[config.mk]
export PLATFORM = sky130hd
export DESIGN_NAME = cache_tune_search
export DESIGN_NICKNAME = d
export VERILOG_FILES = /design/src/rtl/tune_pkg.sv /design/src/rtl/search_dp.sv /design/src/rtl/search_ctrl.sv /design/src/rtl/cache_tune_search.sv
export SDC_FILE = /design/constraint.sdc
export NUM_CORES = 1
export LEC_CHECK = 0
export BUFFER_PORTS_ARGS = -buffer_cell sky130_fd_sc_hd__buf_2
export CAP_MARGIN = 10
export CELL_PAD_IN_SITES_DETAIL_PLACEMENT = 0
export CELL_PAD_IN_SITES_GLOBAL_PLACEMENT = 2
export CORE_ASPECT_RATIO = 1.75
export CORE_MARGIN = 4
export CORE_UTILIZATION = 31
export CTS_BUF_LIST = sky130_fd_sc_hd__clkbuf_2 sky130_fd_sc_hd__clkbuf_4 sky130_fd_sc_hd__clkbuf_8
export CTS_CLUSTER_SIZE = 24
export DETAILED_ROUTE_END_ITERATION = 8
export GPL_TIMING_DRIVEN = 0
export HOLD_SLACK_MARGIN = 0.03
export PLACE_DENSITY = 0.8
export SLEW_MARGIN = 20
export SYNTH_ARGS = -nofsm -noshare
export SYNTH_HDL_FRONTEND = slang
export SYNTH_SLANG_ARGS = --single-unit
[constraint.sdc]
create_clock -name clk -period 4 [get_ports clk]
set_clock_uncertainty 0.1 [all_clocks]
set_input_delay 0.2 -clock clk [delete_from_list [all_inputs] [get_ports clk]]
set_output_delay 0.2 -clock clk [all_outputs]
set_load 0.005 [all_outputs]
[src/rtl/tune_pkg.sv]
package tune_pkg;
  localparam int FIELD_W = 2;
  localparam int CFG_W   = 3 * FIELD_W + 1;
  localparam int PRED_BIT = 3 * FIELD_W;
  localparam logic [FIELD_W-1:0] TOP_CODE = 2'd2;

  typedef enum logic [2:0] {P_IDLE, P_SIZE, P_LINE, P_ASSOC, P_PRED, P_DONE} paramState_t;
  typedef enum logic [1:0] {V_IFACE, V_ONE, V_TWO, V_THREE} valueState_t;
  typedef enum logic [2:0] {C_IDLE, C_REQ_MEAS, C_WAIT_MEAS, C_REQ_CALC, C_WAIT_CALC} calcState_t;
  typedef enum logic [1:0] {F_SIZE, F_LINE, F_ASSOC} field_t;

  typedef struct packed {
    logic   init;
    logic   capture;
    logic   restore;
    logic   step;
    field_t stepField;
    logic   predOn;
  } dpCtrl_t;
endpackage

[src/rtl/search_dp.sv]
module search_dp
  import tune_pkg::*;
#(
  parameter int ENERGY_W = 32
) (
  input  logic                clk,
  input  logic                rstN,
  input  dpCtrl_t             ctl,
  input  logic [ENERGY_W-1:0] energy,
  output logic [CFG_W-1:0]    cfgReg,
  output logic [CFG_W-1:0]    bestCfg,
  output logic                better
);
  logic [ENERGY_W-1:0] bestEnergy;
  logic                haveBest;
  logic [CFG_W-1:0]    cfgBase, cfgNext;
  logic                armed;

  assign better  = !haveBest || (energy < bestEnergy);
  assign cfgBase = ctl.restore ? bestCfg : cfgReg;

  always_comb begin
    cfgNext = cfgBase;
    if (ctl.init) begin
      cfgNext = '0;
    end else begin
      if (ctl.step)
        cfgNext[FIELD_W*int'(ctl.stepField) +: FIELD_W] =
          cfgBase[FIELD_W*int'(ctl.stepField) +: FIELD_W] + FIELD_W'(1);
      if (ctl.predOn)
        cfgNext[PRED_BIT] = 1'b1;
    end
  end

  always_ff @(posedge clk) begin
    if (!rstN) begin
      cfgReg     <= '0;
      bestCfg    <= '0;
      bestEnergy <= '0;
      haveBest   <= 1'b0;
      armed      <= 1'b0;
    end else begin
      armed  <= 1'b1;
      cfgReg <= cfgNext;
      if (ctl.init) begin
        bestCfg  <= '0;
        haveBest <= 1'b0;
      end else if (ctl.capture) begin
        bestCfg    <= cfgReg;
        bestEnergy <= energy;
        haveBest   <= 1'b1;
      end
    end
  end

  // every word driven to the cache is a legal combination
  p_legal_cfg_r6: assert property (@(posedge clk) disable iff (!rstN)
    (cfgReg[1:0] <= TOP_CODE) && (cfgReg[3:2] <= TOP_CODE) && (cfgReg[5:4] <= cfgReg[1:0]));

  // prediction is only ever enabled together with more than one way
  p_pred_needs_ways_r7: assert property (@(posedge clk) disable iff (!rstN)
    cfgReg[PRED_BIT] |-> (cfgReg[5:4] != 2'd0));

  // best energy never rises within a search
  p_energy_nonrising_r10: assert property (@(posedge clk) disable iff (!rstN)
    (armed && $past(haveBest) && !$past(ctl.init)) |-> (bestEnergy <= $past(bestEnergy)));

  // best fields never shrink within a search
  p_fields_monotone_r10: assert property (@(posedge clk) disable iff (!rstN)
    (armed && !$past(ctl.init)) |->
      ((bestCfg[1:0] >= $past(bestCfg[1:0])) && (bestCfg[3:2] >= $past(bestCfg[3:2])) &&
       (bestCfg[5:4] >= $past(bestCfg[5:4]))));
endmodule

[src/rtl/search_ctrl.sv]
module search_ctrl
  import tune_pkg::*;
(
  input  logic             clk,
  input  logic             rstN,
  input  logic             start,
  input  logic             measDone,
  input  logic             calcDone,
  input  logic             better,
  input  logic [CFG_W-1:0] cfgCur,
  input  logic [CFG_W-1:0] bestCfg,
  output dpCtrl_t          ctl,
  output logic             measReq,
  output logic             calcReq,
  output logic             done
);
  paramState_t psm, psmNext;
  valueState_t vsm, vsmNext;
  calcState_t  csm, csmNext;
  logic [CFG_W-1:0] kept;
  logic canStepSame;
  field_t curField;

  assign measReq = (csm == C_REQ_MEAS);
  assign calcReq = (csm == C_REQ_CALC);
  assign done    = (psm == P_DONE);
  assign kept    = better ? cfgCur : bestCfg;

  always_comb begin
    curField    = F_SIZE;
    canStepSame = 1'b0;
    case (psm)
      P_SIZE:  begin curField = F_SIZE;  canStepSame = cfgCur[1:0] < TOP_CODE; end
      P_LINE:  begin curField = F_LINE;  canStepSame = cfgCur[3:2] < TOP_CODE; end
      P_ASSOC: begin curField = F_ASSOC; canStepSame = cfgCur[5:4] < cfgCur[1:0]; end
      default: ;
    endcase
  end

  always_comb begin
    psmNext = psm;
    vsmNext = vsm;
    csmNext = csm;
    ctl     = '0;
    case (csm)
      C_IDLE: begin
        if ((psm == P_IDLE || psm == P_DONE) && start) begin
          ctl.init = 1'b1;
          psmNext  = P_SIZE;
          vsmNext  = V_ONE;
          csmNext  = C_REQ_MEAS;
        end
      end
      C_REQ_MEAS:  csmNext = C_WAIT_MEAS;
      C_WAIT_MEAS: if (measDone) csmNext = C_REQ_CALC;
      C_REQ_CALC:  csmNext = C_WAIT_CALC;
      C_WAIT_CALC: begin
        if (calcDone) begin
          ctl.capture = better;
          ctl.restore = !better;
          csmNext     = C_REQ_MEAS;
          if (better && canStepSame) begin
            ctl.step      = 1'b1;
            ctl.stepField = curField;
            vsmNext       = valueState_t'(vsm + 2'd1);
          end else begin
            vsmNext = V_TWO;
            case (psm)
              P_SIZE: begin
                ctl.step = 1'b1; ctl.stepField = F_LINE; psmNext = P_LINE;
              end
              P_LINE: begin
                if (kept[5:4] < kept[1:0]) begin
                  ctl.step = 1'b1; ctl.stepField = F_ASSOC; psmNext = P_ASSOC;
                end else begin
                  psmNext = P_DONE;
                end
              end
              P_ASSOC: begin
                if (kept[5:4] != 2'd0) begin
                  ctl.predOn = 1'b1; psmNext = P_PRED;
                end else begin
                  psmNext = P_DONE;
                end
              end
              default: psmNext = P_DONE;
            endcase
            if (psmNext == P_DONE) begin
              vsmNext = V_IFACE;
              csmNext = C_IDLE;
            end
          end
        end
      end
      default: csmNext = C_IDLE;
    endcase
  end

  always_ff @(posedge clk) begin
    if (!rstN) begin
      psm <= P_IDLE;
      vsm <= V_IFACE;
      csm <= C_IDLE;
    end else begin
      psm <= psmNext;
      vsm <= vsmNext;
      csm <= csmNext;
    end
  end

  // measurement request lasts one cycle
  p_meas_pulse_r3: assert property (@(posedge clk) disable iff (!rstN)
    measReq |=> !measReq);

  // calculation is requested only right after a measurement completes
  p_calc_after_meas_r3: assert property (@(posedge clk) disable iff (!rstN)
    calcReq |-> $past(measDone));

  // a finished search issues no requests
  p_quiet_when_done_r8: assert property (@(posedge clk) disable iff (!rstN)
    done |-> (!measReq && !calcReq));

  // an active calculation always has a candidate under test
  p_value_live_r3: assert property (@(posedge clk) disable iff (!rstN)
    (csm != C_IDLE) |-> (vsm != V_IFACE));
endmodule

[src/rtl/cache_tune_search.sv]
module cache_tune_search
  import tune_pkg::*;
#(
  parameter int ENERGY_W = 32
) (
  input  logic                clk,
  input  logic                rstN,
  input  logic                start,
  input  logic                measDone,
  input  logic                calcDone,
  input  logic [ENERGY_W-1:0] energy,
  output logic                measReq,
  output logic                calcReq,
  output logic [6:0]          cfgOut,
  output logic [6:0]          bestCfg,
  output logic                done
);
  dpCtrl_t          ctl;
  logic             better;
  logic [CFG_W-1:0] cfgReg, bestReg;

  search_ctrl u_ctrl (
    .clk(clk), .rstN(rstN), .start(start), .measDone(measDone), .calcDone(calcDone),
    .better(better), .cfgCur(cfgReg), .bestCfg(bestReg), .ctl(ctl),
    .measReq(measReq), .calcReq(calcReq), .done(done)
  );

  search_dp #(.ENERGY_W(ENERGY_W)) u_dp (
    .clk(clk), .rstN(rstN), .ctl(ctl), .energy(energy),
    .cfgReg(cfgReg), .bestCfg(bestReg), .better(better)
  );

  assign cfgOut  = cfgReg;
  assign bestCfg = bestReg;
endmodule

==> flow_summary.json <==
{
  "busiest_layer": "met2",
  "clock-sinks": 53,
  "cp.required_ns": 4.15,
  "leakagePower_nw": 1.74,
  "rsz0062_at_grt": "yes",
  "fin_crit_sh": 0.984,
  "holdCritPathClass": "input port to flop",
  "synth_compound_area_frac": 0.200,
  "design_area_um2": 4660,
  "syn_avg_cell_area_um2": 7.95,
  "synthArstFlopShare": 0,
  "gp_congestion": 0.838,
  "drc_errors": 0,
  "clkTransAtPathRegs_ns": 0.10,
  "cts_tree": "done",
  "htree_levels": 2,
  "start_util": 0.318,
  "port_buffers": 53,
  "synth_edf_count": 0,
  "synthMuxAreaShare": 0.0584,
  "yosys_warnings": 0,
  "grt_pass1_vias": 3456,
  "areaGrowthSynthToFinish_pct": 36.9,
  "power_per_cell_area_nw_per_um2": 238,
  "crit_path_start": "u_dp.bestEnergy[2]",
  "first_iter_violations": 91,
  "critPathLaunchType": "flop",
  "synth_top_family_by_area": "simple AND/OR/NAND/NOR gates",
  "max-slew-margin-rel": 0.536,
  "layout_commonest_cell": "nand2_1",
  "io_pins": 54,
  "cp_max_fo": 4,
  "max_freq_mhz": 254,
  "setup_viol": 0,
  "ir_drop_uv": 138,
  "drive_gt1_frac": 0.278,
  "dieArea_um2": 12800,
  "design.core.area_um2": 10700,
  "dieHeight_um": 147,
  "met1_usage": 0.167,
  "layout_common_cells": "nand2_1, buf_2, a21oi_1, dfxtp_1, inv_1",
  "wl_per_cell_um": 15.5,
  "synthFlopType": "dfxtp_1",
  "post-place-ws_ns": -0.533,
  "use_met2": 0.312,
  "min_period_ns": 3.94,
  "clk-insertion-delay-late_ns": 0.32,
  "reg2reg_from": "u_dp.bestEnergy[2]",
  "ys_ff_latch": 53,
  "end_kind": "flop",
  "grt_max_degree": 16,
  "fin_util": 0.436,
  "grt_use_total": 0.162,
  "vias_per_cell": 5.11,
  "clockRootBuffer": "clkbuf_8",
  "syn-instance-count": 428,
  "nets": 606,
  "worstMarginPinSlew_ns": 0.691,
  "drt_wl_total_um": 10300,
  "crit_arrival_ns": 4.08,
  "synthXorXnorAreaFrac": 0.0180,
  "status": "complete, no violations",
  "grt_first_pass_wirelength_um": 16500,
  "final_cells": 663,
  "cts_made_buffers": 5,
  "dpl-instance-area_um2": 3860,
  "firstDrtPassIters": 4,
  "antenna_found_initial": 0,
  "seq_area_frac_synth": 0.312,
  "final_hold_viol_count": 0,
  "dp_hpwl_um": 7590,
  "synth_adder_area_share": 0.136,
  "grt_use_met3": 0.0232,
  "crit_type": "flop to flop",
  "die_x_um": 87.2,
  "syn-cell-area_um2": 3400,
  "vias": 3389,
  "fin_ws_ns": 0.0648,
  "grt_overflow_total": 0,
  "antenna_left": 0,
  "synth.net_count": 502,
  "synthDistinctLibCells": 63,
  "yosys.area_share.simple": 0.214,
  "min-delay-start": "energy[21]",
  "num_antenna_cells": 0,
  "rows": 50,
  "maxSlewViolCount": 0,
  "maxCapViolations": 0,
  "cts_max_path_buffers": 2,
  "place_inst": 611
}
==> layer usage <==
| layer | up-vias | share of wire |
|---|---|---|
| met1 | 1609 | 0.38 |
| met5 | - | 0 |
| met3 | 15 | 0.028 |
| met4 | 0 | 0.025 |
| met2 | 59 | 0.56 |
| li1 | 1706 | - |
==> flip-flops by register name, summed over array words and instances (netlist names) <==
| register | count |
|---|---|
| u_dp.cfgReg | 7 |
| u_dp.bestEnergy | 32 |
| u_ctrl.csm | 3 |
| u_dp.haveBest | 1 |
| u_ctrl.psm | 3 |
| u_dp.bestCfg | 7 |
==> Yosys cell counts, types with 3 or more instances <==
| master | number | share of area |
|---|---|---|
| o21ai_0 | 11 | 0.016 |
| nor2_1 | 13 | 0.014 |
| dfxtp_1 | 53 | 0.31 |
| nand2_1 | 91 | 0.10 |
| nand4_1 | 8 | 0.015 |
| mux2i_1 | 14 | 0.041 |
| o211ai_1 | 3 | 0.0066 |
| o32ai_1 | 4 | 0.010 |
| a31oi_1 | 5 | 0.0092 |
| mux2_2 | 3 | 0.0099 |
| and3_1 | 3 | 0.0055 |
| buf_2 | 4 | 0.0059 |
| clkbuf_1 | 10 | 0.011 |
| nand3_1 | 5 | 0.0073 |
| nor3_1 | 7 | 0.010 |
| ha_1 | 37 | 0.14 |
| nor2b_1 | 4 | 0.0073 |
| inv_1 | 40 | 0.044 |
| o21a_1 | 3 | 0.0066 |
| a21oi_1 | 53 | 0.078 |
| xnor2_1 | 6 | 0.015 |
==> per-stage QoR <==
stage / total power (W) / hold WS [ns] / setup TNS [ns]
2_1_floorplan: 0.000676 / 0.233 / 0
3_3_place_gp: 0.000743 / 0.341 / -2.41
3_5_place_dp: 0.000744 / 0.347 / -2.65
4_1_cts: 0.00111 / 0.0313 / -0.0405
5_1_grt: 0.00117 / 0.0533 / -0.464
6_report: 0.00111 / 0.0436 / 0
==> area by class of cell <==
class	instances	area (um2)
multi-input combinational	320	2450
clock inverter	1	7.51
buffer	14	57.6
clock buffer	7	83.8
fill	1123	6040
sequential	53	1080
tap	130	163
inverter	41	154
timing repair buffer	97	669
==> repair_timing <==
action	CTS	global route
gates resized for setup	29	33
hold buffers	28	0
setup buffers	10	6
pin swaps	17	16
endpoints found under the hold margin	28	0
endpoints found under the setup margin	8	8
==> power breakdown <==
group | total (W) | internal (W) | switching, W
Combinational | 0.000234 | 0.000106 | 0.000128
Clock | 0.000329 | 0.000138 | 0.000191
Sequential | 0.000545 | 0.000536 | 0.00000881
Total | 0.00111 | 0.000781 | 0.000327
==> final timing paths <==
check                        endpoint  slack, ns  cells after the start
setup reg to reg       u_dp.cfgReg[6]       0.06                     16
setup / recovery       u_dp.cfgReg[6]       0.06                     16
hold / removal    u_dp.bestEnergy[21]       0.04                      3
hold reg to reg   u_dp.bestEnergy[14]       0.35                      2
==> critical path: stages (launching register included) <==
cell and delay (ns):
dfxtp_2 0.33, inv_1 0.08, ha_4 0.21, a211o_1 0.29, a31oi_4 0.19, nor4_4 0.08, o311a_4 0.40, nor2_8 0.10
mux2_4 0.32, ha_4 0.17, nor4_4 0.19, a41oi_2 0.15, mux2_4 0.35, ha_4 0.31, nand2_1 0.05, or4_4 0.45
o22ai_2 0.11
==> logic make-up after synthesis <==
family,after synthesis
and+or+nand+nor,151
AOI/OAI and AO/OA,106
buffers and inverters,55
DFF,53
adders and majority gates,37
muxes,19
xor gates and xnor gates,7
Power figures use the tool's default switching activity.
